===== config.mk =====
export PLATFORM = sky130hd
export DESIGN_NAME = mmap_decoder
export DESIGN_NICKNAME = d
export VERILOG_FILES = /design/src/rtl/mmap_pkg.sv /design/src/rtl/mmap_window_match.sv /design/src/rtl/mmap_boot_overlay.sv /design/src/rtl/mmap_exp_select.sv /design/src/rtl/mmap_decoder.sv
export SDC_FILE = /design/constraint.sdc
export NUM_CORES = 1
export LEC_CHECK = 0
export BUFFER_PORTS_ARGS = -buffer_cell sky130_fd_sc_hd__buf_2
export CAP_MARGIN = 20
export CORE_MARGIN = 5
export CORE_UTILIZATION = 35
export DETAILED_ROUTE_END_ITERATION = 8
export PLACE_DENSITY = 0.84
export RECOVER_POWER = 100
export SLEW_MARGIN = 20
export SYNTH_ARGS = -nofsm -noshare
export SYNTH_HDL_FRONTEND = slang
export SYNTH_SLANG_ARGS = --single-unit
export TNS_END_PERCENT = 10

===== constraint.sdc =====
create_clock -name clk -period 3.57 [get_ports clk]
set_input_delay 0.5355 -clock clk [delete_from_list [all_inputs] [get_ports clk]]
set_output_delay 0.5355 -clock clk [all_outputs]
set_load 0.02 [all_outputs]

===== src/rtl/mmap_pkg.sv =====
// Package: shared region indices and timing-class codes of the memory map decoder.
// Assumes: eight regions whose enable bit positions are fixed by the enum values below.
package mmap_pkg;

    localparam int NUM_REGIONS = 8;

    // Enable bit positions; neighbouring logic decodes these.
    typedef enum logic [2:0] {
        RG_VEC_RAM = 3'd0,
        RG_SRAM    = 3'd1,
        RG_IO      = 3'd2,
        RG_RAM     = 3'd3,
        RG_EXP     = 3'd4,
        RG_FBSH    = 3'd5,
        RG_FB      = 3'd6,
        RG_FLASH   = 3'd7
    } region_e;

    typedef enum logic [1:0] {
        TM_SLOT   = 2'b00,
        TM_LEGACY = 2'b01,
        TM_16M    = 2'b10,
        TM_NATIVE = 2'b11
    } timing_e;

    // Map card capability bits to a dynamic-bus timing class.
    function automatic timing_e cap_to_timing(input logic [1:0] cap);
        case (cap)
            2'b00:   return TM_LEGACY;
            2'b01:   return TM_16M;
            default: return TM_NATIVE;
        endcase
    endfunction

endpackage


===== src/rtl/mmap_window_match.sv =====
// Module: parallel inclusive range compare of an address against NUM_WIN windows.
// Assumes: windows are disjoint, so at most one hit bit is high; the limits are constants.
module mmap_window_match #(
    parameter int ADDR_W  = 24,
    parameter int NUM_WIN = 8,
    parameter logic [NUM_WIN-1:0][ADDR_W-1:0] WIN_LO = '0,
    parameter logic [NUM_WIN-1:0][ADDR_W-1:0] WIN_HI = '1
) (
    input  logic [ADDR_W-1:0]  addr,
    output logic [NUM_WIN-1:0] hit
);

    localparam logic [ADDR_W-1:0] ADDR_MAX = '1;

    // One comparator pair per window; a limit that is an address-space edge is dropped.
    for (genvar i = 0; i < NUM_WIN; i++) begin : g_win
        if (WIN_LO[i] == '0 && WIN_HI[i] == ADDR_MAX) begin : g_all
            assign hit[i] = 1'b1;
        end else if (WIN_LO[i] == '0) begin : g_low
            assign hit[i] = (addr <= WIN_HI[i]);
        end else if (WIN_HI[i] == ADDR_MAX) begin : g_high
            assign hit[i] = (addr >= WIN_LO[i]);
        end else begin : g_mid
            assign hit[i] = (addr >= WIN_LO[i]) && (addr <= WIN_HI[i]);
        end
    end

endmodule


===== src/rtl/mmap_boot_overlay.sv =====
// Module: sticky flag that moves the vector area from flash to RAM.
// Assumes: set_i is a single-cycle qualified trigger; only the synchronous reset clears the flag.
module mmap_boot_overlay (
    input  logic clk,
    input  logic rst_n,
    input  logic set_i,
    output logic swapped_o
);

    // Hold the flag once set; only reset returns the vector area to flash.
    always_ff @(posedge clk) begin
        if (!rst_n) begin
            swapped_o <= 1'b0;
        end else if (set_i) begin
            swapped_o <= 1'b1;
        end
    end

endmodule


===== src/rtl/mmap_exp_select.sv =====
// Module: card selects, card offset and timing class inside the expansion window.
// Assumes: exp_hit is high only for addresses inside the expansion window.
// The fixed slots sit at the window base; the rest belongs to the dynamic bus.
module mmap_exp_select
    import mmap_pkg::*;
#(
    parameter int ADDR_W     = 24,
    parameter int SLOT_COUNT = 8,
    parameter int SLOT_AW    = 14,
    parameter logic [ADDR_W-1:0] EXP_BASE = 24'h820000
) (
    input  logic [ADDR_W-1:0]     addr,
    input  logic                  exp_hit,
    input  logic [1:0]            cap,
    output logic [SLOT_COUNT-1:0] slot_sel,
    output logic                  dyn_sel,
    output logic [SLOT_AW-1:0]    card_off,
    output timing_e               timing
);

    localparam int IDX_W = (SLOT_COUNT > 1) ? $clog2(SLOT_COUNT) : 1;
    localparam logic [ADDR_W-1:0] SLOT_SPAN = ADDR_W'(SLOT_COUNT * (2 ** SLOT_AW));

    logic [ADDR_W-1:0] rel;
    logic              in_slots;
    logic [IDX_W-1:0]  idx;

    // Position relative to the window base, and which slot it falls in.
    always_comb begin
        rel      = addr - EXP_BASE;
        in_slots = exp_hit && (rel < SLOT_SPAN);
        idx      = rel[SLOT_AW +: IDX_W];
    end

    // One select line per fixed slot.
    for (genvar s = 0; s < SLOT_COUNT; s++) begin : g_slot
        assign slot_sel[s] = in_slots && (idx == IDX_W'(s));
    end

    // Dynamic-bus select, card offset and timing class.
    always_comb begin
        dyn_sel  = exp_hit && !in_slots;
        card_off = exp_hit ? addr[SLOT_AW-1:0] : '0;
        if (in_slots) begin
            timing = TM_SLOT;
        end else if (dyn_sel) begin
            timing = cap_to_timing(cap);
        end else begin
            timing = TM_NATIVE;
        end
    end

endmodule


===== src/rtl/mmap_decoder.sv =====
// Module: top of the memory map decoder with boot overlay.
// Decodes a strobed address into one-hot region enables, expansion card selects, a buffer
// enable, a card offset and a timing class. It also flags unmapped accesses.
// Assumes: the address and strobe are stable for the cycle; the outputs are combinational.
module mmap_decoder
    import mmap_pkg::*;
#(
    parameter int ADDR_W     = 24,
    parameter int SLOT_COUNT = 8,
    parameter int SLOT_AW    = 14,
    parameter logic [ADDR_W-1:0] VEC_BASE   = 24'h000000,
    parameter logic [ADDR_W-1:0] VEC_TOP    = 24'h0000FF,
    parameter logic [ADDR_W-1:0] SRAM_TOP   = 24'h017FFF,
    parameter logic [ADDR_W-1:0] IO_TOP     = 24'h01FFFF,
    parameter logic [ADDR_W-1:0] RAM_TOP    = 24'h81FFFF,
    parameter logic [ADDR_W-1:0] EXP_TOP    = 24'h9DFFFF,
    parameter logic [ADDR_W-1:0] FBSH_BASE  = 24'hA00000,
    parameter logic [ADDR_W-1:0] FBSH_TOP   = 24'hBFFFFF,
    parameter logic [ADDR_W-1:0] FB_TOP     = 24'hDFFFFF,
    parameter logic [ADDR_W-1:0] FLASH_TOP  = 24'hFFFFFF,
    parameter logic [ADDR_W-1:0] SWAP_ADDR  = 24'h018040
) (
    input  logic                  clk,
    input  logic                  rst_n,
    input  logic                  as_valid_i,
    input  logic                  wr_i,
    input  logic [ADDR_W-1:0]     addr_i,
    input  logic [1:0]            cap_i,
    output logic [NUM_REGIONS-1:0] en_o,
    output logic                  bus_err_o,
    output logic [SLOT_COUNT-1:0] slot_sel_o,
    output logic                  dyn_sel_o,
    output logic                  buf_en_o,
    output logic [SLOT_AW-1:0]    card_off_o,
    output logic [1:0]            timing_o
);

    // Window bases are derived from the top of the window below, except where a gap exists.
    localparam logic [ADDR_W-1:0] SRAM_BASE  = VEC_TOP + 1'b1;
    localparam logic [ADDR_W-1:0] IO_BASE    = SRAM_TOP + 1'b1;
    localparam logic [ADDR_W-1:0] RAM_BASE   = IO_TOP + 1'b1;
    localparam logic [ADDR_W-1:0] EXP_BASE   = RAM_TOP + 1'b1;
    localparam logic [ADDR_W-1:0] FB_BASE    = FBSH_TOP + 1'b1;
    localparam logic [ADDR_W-1:0] FLASH_BASE = FB_TOP + 1'b1;

    // Index i of each table is the window behind enable bit i.
    localparam logic [NUM_REGIONS-1:0][ADDR_W-1:0] WIN_LO =
        {FLASH_BASE, FB_BASE, FBSH_BASE, EXP_BASE, RAM_BASE, IO_BASE, SRAM_BASE, VEC_BASE};
    localparam logic [NUM_REGIONS-1:0][ADDR_W-1:0] WIN_HI =
        {FLASH_TOP, FB_TOP, FBSH_TOP, EXP_TOP, RAM_TOP, IO_TOP, SRAM_TOP, VEC_TOP};

    logic [NUM_REGIONS-1:0] win_hit;
    logic [NUM_REGIONS-1:0] en_map;
    logic                   swap_set;
    logic                   swap_done;
    logic [SLOT_COUNT-1:0]  exp_slot;
    logic                   exp_dyn;
    logic [SLOT_AW-1:0]     exp_off;
    timing_e                exp_timing;

    mmap_window_match #(
        .ADDR_W  (ADDR_W),
        .NUM_WIN (NUM_REGIONS),
        .WIN_LO  (WIN_LO),
        .WIN_HI  (WIN_HI)
    ) u_match (
        .addr (addr_i),
        .hit  (win_hit)
    );

    // Trigger: a strobed write to the one overlay register inside internal IO.
    assign swap_set = as_valid_i && wr_i && (addr_i == SWAP_ADDR);

    mmap_boot_overlay u_overlay (
        .clk       (clk),
        .rst_n     (rst_n),
        .set_i     (swap_set),
        .swapped_o (swap_done)
    );

    mmap_exp_select #(
        .ADDR_W     (ADDR_W),
        .SLOT_COUNT (SLOT_COUNT),
        .SLOT_AW    (SLOT_AW),
        .EXP_BASE   (EXP_BASE)
    ) u_exp (
        .addr     (addr_i),
        .exp_hit  (win_hit[RG_EXP]),
        .cap      (cap_i),
        .slot_sel (exp_slot),
        .dyn_sel  (exp_dyn),
        .card_off (exp_off),
        .timing   (exp_timing)
    );

    // Before the swap, fold the vector window onto the flash enable.
    always_comb begin
        en_map = win_hit;
        if (!swap_done) begin
            en_map[RG_VEC_RAM] = 1'b0;
            en_map[RG_FLASH]   = win_hit[RG_FLASH] | win_hit[RG_VEC_RAM];
        end
    end

    // Qualify every output with the address strobe.
    always_comb begin
        en_o       = as_valid_i ? en_map : '0;
        bus_err_o  = as_valid_i && (win_hit == '0);
        slot_sel_o = as_valid_i ? exp_slot : '0;
        dyn_sel_o  = as_valid_i && exp_dyn;
        buf_en_o   = as_valid_i && ((exp_slot != '0) || exp_dyn);
        card_off_o = as_valid_i ? exp_off : '0;
        timing_o   = as_valid_i ? exp_timing : TM_NATIVE;
    end

endmodule


After elaboration in Yosys (flattened, before gate mapping)
Cells that the tools add are included.

Register bits after elaboration: 1. Input bits: 30. Output and inout bits: 35. Logic and storage cells: 64.

Add/sub/neg operators: 1. Order comparisons: 15. Equality and inequality tests: 9. Multiplexer cells: 10. Bitwise logic cells: 1. Reductions and logical operators: 27.

Operator list (count): >= comparator 24 bit, second input constant (4); less-or-equal comparator 24 bit, second input constant (4); less-or-equal comparator 24 x 17 -> 1 bit, second input constant (2); 2-to-1 mux 14 bit (2); equality test 24 x 17 -> 1 bit, second input constant (1); >= comparator 24 x 17 -> 1 bit, second input constant (1); >= comparator 24 x 18 -> 1 bit, second input constant (1); >= comparator 24 x 9 -> 1 bit, second input constant (1); less-or-equal comparator 24 x 8 -> 1 bit, second input constant (1); less-than comparator 24 x 18 -> 1 bit, second input constant (1); subtractor 24 bit, second input constant (1); logical AND 1 bit (21); 2-to-1 mux 8 bit (2); equality test 3 bit, second input constant (4); zero test 8 bit (1); nonzero test 8 bit (1); equality test 3 x 2 -> 1 bit, second input constant (2); 2-to-1 mux 2 bit (3); one-hot mux 2 bit (2 select lines) (1); equality test 3 x 1 -> 1 bit, second input constant (1); zero test 3 bit (1); equality test 2 x 1 -> 1 bit, second input constant (1); zero test 2 bit (1); 2-to-1 mux 1 bit (2); other kinds (3) (3).

Longest topological paths before layout
Gate-level depths: netlist (run 1).

Word-level depth: 8. Depth in mapped cells: 6. Mapped depth without buffers: 6.

By module
From an unflattened synthesis (run 1), not the netlist that was laid out.

Cell total of the unflattened synthesis: 122. Area, all modules: 757.0 µm².

Modules (own cells, without submodules): mmap_decoder (instances 1, cells each 58, area an instance 356.6 µm², sequential area each 0.0 µm²); mmap_exp_select (instances 1, cells each 42, area an instance 256.5 µm², sequential area each 0.0 µm²); mmap_window_match (instances 1, cells each 20, area an instance 116.4 µm², sequential area each 0.0 µm²); mmap_boot_overlay (instances 1, cells each 2, area an instance 27.5 µm², sequential area each 20.0 µm²).

Worst setup path before layout (run 1)
OpenSTA, ideal clock, no wires.

Kind: input -> output. Start: input addr_i[17]. End: output slot_sel_o[1]. Arrival: 1.971 ns. Required time: 3.034 ns. Setup slack: 1.063 ns. Stages: 6. Path buffers: 0. Cell sequence: inv_1 -> ha_1 -> nand4bb_1 -> nor4_2 -> nand3_1 -> nor3_1.

Word-level cells in the longest chain between the ends: 5. Elaborated cells between the ends (all ways): 8. Classes of those cells: add/sub (1); order compare (3); mux (1); reduce/logical (3).

Ends and longest elaborated chain: start, declared (line mmap_decoder.sv:27) `input logic [ADDR_W-1:0] addr_i,`; subtractor 24 bit, or another cell as far along (line mmap_exp_select.sv:30) `rel = addr - EXP_BASE;`; less-than comparator 24 x 18 -> 1 bit or logical AND 1 bit (tied branches) (line mmap_exp_select.sv:31, mmap_window_match.sv:24); logical AND 1 bit * (line mmap_exp_select.sv:31) `in_slots = exp_hit && (rel < SLOT_SPAN);`; logical AND 1 bit * (line mmap_exp_select.sv:37) `assign slot_sel[s] = in_slots && (idx == IDX_W'(s));`; 2-to-1 mux 8 bit * (line mmap_decoder.sv:109) `slot_sel_o = as_valid_i ? exp_slot : '0;`; end, declared (line mmap_decoder.sv:31) `output logic [SLOT_COUNT-1:0] slot_sel_o,`.

Every way passes the cells marked *; elsewhere a longest branch is shown, timed or not.

Final worst setup path (run 1)
Start: input addr_i[17]. End: output slot_sel_o[3].

Same word-level chain as after synthesis.

==> results.tsv, run 1 <==
metric	value	unit
skew	0	ps
rows	14	
vias	819	
final_common_cell	buf_2	
drt-wirelength-per-cell	13.31	µm
drv_cap	0	
met1_length	790	µm
final-hold-violation-count	0	
clk_pin_slew	0	ps
avgSynthCellArea	7.227	µm²
regArea	20.02	µm²
ir_drop	0.00007605	V
combPwrFrac	0.829	
first_iter_violations	17	
drc	0	
netlist_area	549.3	µm²
post-dp-hpwl	1.765	mm
finalMaxSlewViolations	0	
synthesis.nets	109	
postCtsResizedCells	0	
max_clock_freq	327.2	MHz
overflow	0	
fillers	168	
route.met2.wl	1.059	mm
multi_input_area	471.7	µm²
syn_inst	76	
gp_congestion	0.7377	
fin_area	809.5	µm²
syn_to_final_growth	47.38	%
wl	2.050	mm
wl_met3	180	µm
grt_pass1_wl	3.415	mm
cp-end-kind	primary output	
dieArea	2462	µm²
worstMarginPinSlew	1132	ps
yosysUniqueCellTypes	31	
coreArea	1489	µm²
track_usage	0.1588	
yosys_warnings	0	
p_clk_frac	0	
final_cell_mix	buf_2 (37), clkbuf_1 (27), and3_1 (15), nor2_1 (9)	
dr.pass1.iters	4	
final_nets	173	
grt_pass1_vias	805	
largest-register	u_overlay.swapped_o	
rsz0062_at_grt	false	
p_per_area	82.21	nW/µm²
total_power	0.06655	mW
p_int	0.03473	mW
post-route-period-util	0.8560	
die_h	49.62	µm
outcome	finished, final reports clean	
top_regs	u_overlay.swapped_o x1	
cp.arrival	2520	ps
cts_hold_buf	0	
ios	65	
power.switching	0.03182	mW
startpoint_type	input port	
grt_max_degree	20	
required	3030	ps
path_class	input port to primary output	
ant_nets	0	
timing.slew.headroom	0.2388	
rrSetupSlack	2990	ps
p_sw_frac	0.4781	
placed_area	880.8	µm²
numPortBuffers	64	
seqPwrFrac	0.171	
antenna_cells	0	
fin_tns_setup	0	ps
die_w	49.62	µm
hold_class	register to register	
post-cts-setup-buffers	0	
start_util	0.3689	
dr.max_layer_used	met4	
p_leak	0.4163	nW
setup_viol	0	
insertion_delay	0	ps
finalCriticalPeriod	3056	ps
largest_register_ffs	1	
via_per_inst	5.318	
worstPathMaxFanout	5	
antenna_found_initial	0	
ys_seq_area_frac	0.03645	
drive_gt1_frac	0.3043	
synth_seq_cells	1	
## worst max-delay path, stage by stage
cell and delay [ps]:
buf_2 110, inv_1 70, ha_1 280, nand4bb_1 90
nor4_1 730, nand3_1 270, nor2_1 190, clkbuf_1 250
## worst paths after layout
kind                       startpoint             endpoint  cells after the start
setup / recovery           addr_i[17]        slot_sel_o[3]                      8
setup reg to reg  u_overlay.swapped_o  u_overlay.swapped_o                      2
hold reg to reg   u_overlay.swapped_o  u_overlay.swapped_o                      2
hold / removal    u_overlay.swapped_o  u_overlay.swapped_o                      2
## stage by stage
step	utilization	setup WS (ps)	instances	hold WS (ps)
finish	0.5437	513.9	154	504.8
global route	0.5437	355.3	154	537.3
CTS	0.5916	850.3	154	509.0
detailed placement	0.5916	851.4	154	509.0
global placement	0.5916	980.2	154	509.9
floorplan	-	1063	76	466.8
## logic make-up after synthesis
group,after synthesis,synth area share
buf+inv,5,0.03643
flops,1,0.03645
fa+ha+maj,3,0.06834
xor+xnor,1,0.01595
simple gates,60,0.7380
compound gates,6,0.1048
## layout make-up
cell class / instances / share of cell area
inverter: 3 / 0.01391
multi-input combinational: 70 / 0.5827
sequential: 1 / 0.02473
tap: 16 / 0.02473
timing repair buffer: 64 / 0.3539
## per-layer routing
metal	track usage	vias up
met5	0	-
met4	0.02183	0
met3	0.02108	2
met2	0.3051	34
met1	0.1853	367
li1	-	416
## synthesized netlist by cell type
library cell	count	area (µm²)
buf_2	1	5.000
nor4_1	1	6.260
nor3b_1	2	15.01
o21a_1	1	7.510
dfxtp_1	1	20.02
nand4bb_1	1	11.26
o21ai_2	1	8.760
or4_4	1	11.26
nor4_4	1	21.27
nand4_1	1	6.260
and3b_1	2	17.52
o211a_1	1	10.01
or3_4	1	11.26
nand3b_1	3	22.52
and3_1	15	93.84
nand3_1	3	15.01
o211ai_1	2	15.01
and2_1	2	12.51
nor2b_1	1	6.260
nor4b_1	1	8.760
nand2_1	4	15.01
nor2_1	9	33.78
nor3_1	5	25.02
clkbuf_1	1	3.750
and4_2	1	10.01
o41ai_2	1	16.27
inv_1	3	11.26
nor4_2	4	50.05
xor2_1	1	8.760
nand2b_1	2	12.51
ha_1	3	37.54
## power by group through the flow
stage	registers [mW]	clock network [mW]	logic [mW]
finish	0.0114	0	0.0551
global route	0.0114	0	0.0616
CTS	0.0114	0	0.0587
detailed placement	0.0114	0	0.0585
global placement	0.0114	0	0.0565
floorplan	0.0114	0	0.0257
(Power assumes the default switching activity.)
==> run 2: changes to the inputs <==
--- a/config.mk
+++ b/config.mk
@@ -6,10 +6,9 @@
 export NUM_CORES = 1
 export LEC_CHECK = 0
-export BUFFER_PORTS_ARGS = -buffer_cell sky130_fd_sc_hd__buf_2
 export CAP_MARGIN = 20
 export CORE_MARGIN = 5
-export CORE_UTILIZATION = 35
+export CORE_UTILIZATION = 38
 export DETAILED_ROUTE_END_ITERATION = 8
-export PLACE_DENSITY = 0.84
+export DONT_BUFFER_PORTS = 1
 export RECOVER_POWER = 100
 export SLEW_MARGIN = 20
==> constraint.sdc (replaced) <==
create_clock -name clk -period 3.57 [get_ports clk]
set_input_delay 0.5355 -clock clk [delete_from_list [all_inputs] [get_ports clk]]
set_output_delay 0.5355 -clock clk [all_outputs]
set_load 0.1 [all_outputs]
==> results.tsv, run 2 (synthesis gave the netlist of run 1 again) <==
metric	value	unit
outcome	finished, final reports clean	
total_power	0.08217	mW
ios	65	
critPathBufInv	1	
antenna_cells	0	
rsz0062_at_grt	false	
drive_gt1_frac	0.4495	
die_h	48.02	µm
die_w	48.02	µm
ant_nets	0	
gp_congestion	0.7017	
insertion_delay	0	ps
place_inst	124	
clk_pin_slew	0	ps
drv_cap	0	
hold_class	register to register	
p_per_area	91.21	nW/µm²
finalCriticalPeriod	3112	ps
path_class	input port to primary output	
finalMaxSlewViolations	0	
vias	708	
setup_viol	0	
cts_hold_buf	0	
timing.slew.headroom	0.2152	
post-route-period-util	0.8718	
grt_pass1_wl	2.877	mm
final_common_cell	buf_4	
whs	523.3	ps
grt_max_degree	20	
largest_register_ffs	1	
cp.arrival	2580	ps
top_regs	u_overlay.swapped_o x1	
min_from	u_overlay.swapped_o	
wl	2.125	mm
rows	13	
fin_cells	124	
drt-wirelength-per-cell	17.14	µm
dieArea	2306	µm²
drc	0	
numPortBuffers	0	
final_cell_mix	buf_4 (21), and3_1 (15), nor2_2 (7), clkbuf_2 (6), clkbuf_16 (5)	
postCtsResizedCells	0	
grt_pass1_vias	651	
antenna_found_initial	0	
ir_drop	0.00005160	V
p_leak	0.4312	nW
track_usage	0.1668	
post-dp-hpwl	1.853	mm
dr.pass1.iters	4	
cp-end-kind	primary output	
syn_to_final_growth	64.01	%
via_per_inst	5.710	
critPathLaunch	addr_i[12]	
slowest_stage	o21ai_1	
r2r-start	u_overlay.swapped_o	
final-hold-violation-count	0	
largest-register	u_overlay.swapped_o	
required	3030	ps
regArea	20.02	µm²
skew	0	ps
multi_input_area	526.8	µm²
max_clock_freq	321.3	MHz
overflow	0	
fillers	119	
start_util	0.4118	
post-cts-setup-buffers	0	
first_iter_violations	8	
worstPathMaxFanout	19	
final_nets	144	
startpoint_type	input port	
path_delay_family	compound AO/OA/AOI/OAI gates	
cpPeakStageDelay	810	ps
worstMarginPinSlew	1167	ps
coreArea	1334	µm²
path_cells	nor4_2, nand4_1, o21ai_1, and3_1, clkbuf_2	
[run 2: cell types whose count changed in the layout (fill, tap and decap cells not counted), moves of 5 or more]
cell	change
clkbuf_2	+6
clkbuf_16	+5
buf_2	-37
clkbuf_1	-24
nor2_2	+7
nor2_1	-7
buf_4	+21
[run 2: metrics by stage]
| step | setup WS [ps] | instance area, µm² | util | setup TNS, ps |
|---|---|---|---|---|
| finish | 457.6 | 900.9 | 0.6754 | 0 |
| global route | 315.8 | 900.9 | 0.6754 | 0 |
| CTS | 793.7 | 1002 | 0.7514 | 0 |
| detailed placement | 807.8 | 1002 | 0.7514 | 0 |
| global placement | 851.1 | 1002 | 0.7514 | 0 |
| floorplan | -511.6 | 555.5 | - | -1379 |
[run 2: final timing paths]
check,to,slack (ps),depth (start not counted)
worst min-delay path,u_overlay.swapped_o,520,2
worst max-delay path,card_off_o[12],460,5
worst min register to register,u_overlay.swapped_o,520,2
worst max register to register,u_overlay.swapped_o,2960,2
[run 2: where the power goes]
part	leakage, nW	switching, mW	total (mW)	internal, mW
Clock	0	0	0	0
Combinational	0.423	0.0528	0.0708	0.0179
Sequential	0.00805	0.000000000458	0.0114	0.0114
[run 2: cell type report]
| type | instances | share of cell area |
|---|---|---|
| flip-flops and latches | 1 | 0.02222 |
| well taps | 15 | 0.02083 |
| inverters | 3 | 0.01250 |
| multi-input cells | 70 | 0.5847 |
| repair buffers | 35 | 0.3597 |
[run 2: routing by layer]
layer  track usage  part of all wire
met1        0.1913              0.37
met2        0.3272              0.51
met3       0.03759              0.13
met4             0                 0
met5             0                 0
[run 2: worst register-to-register path: cells and delay by family, from the launching register on]
kind | cells | cell delay [ps]
and+or+nand+nor | 1 | 90
DFF | 1 | 350
AOI/OAI and AO/OA | 1 | 60
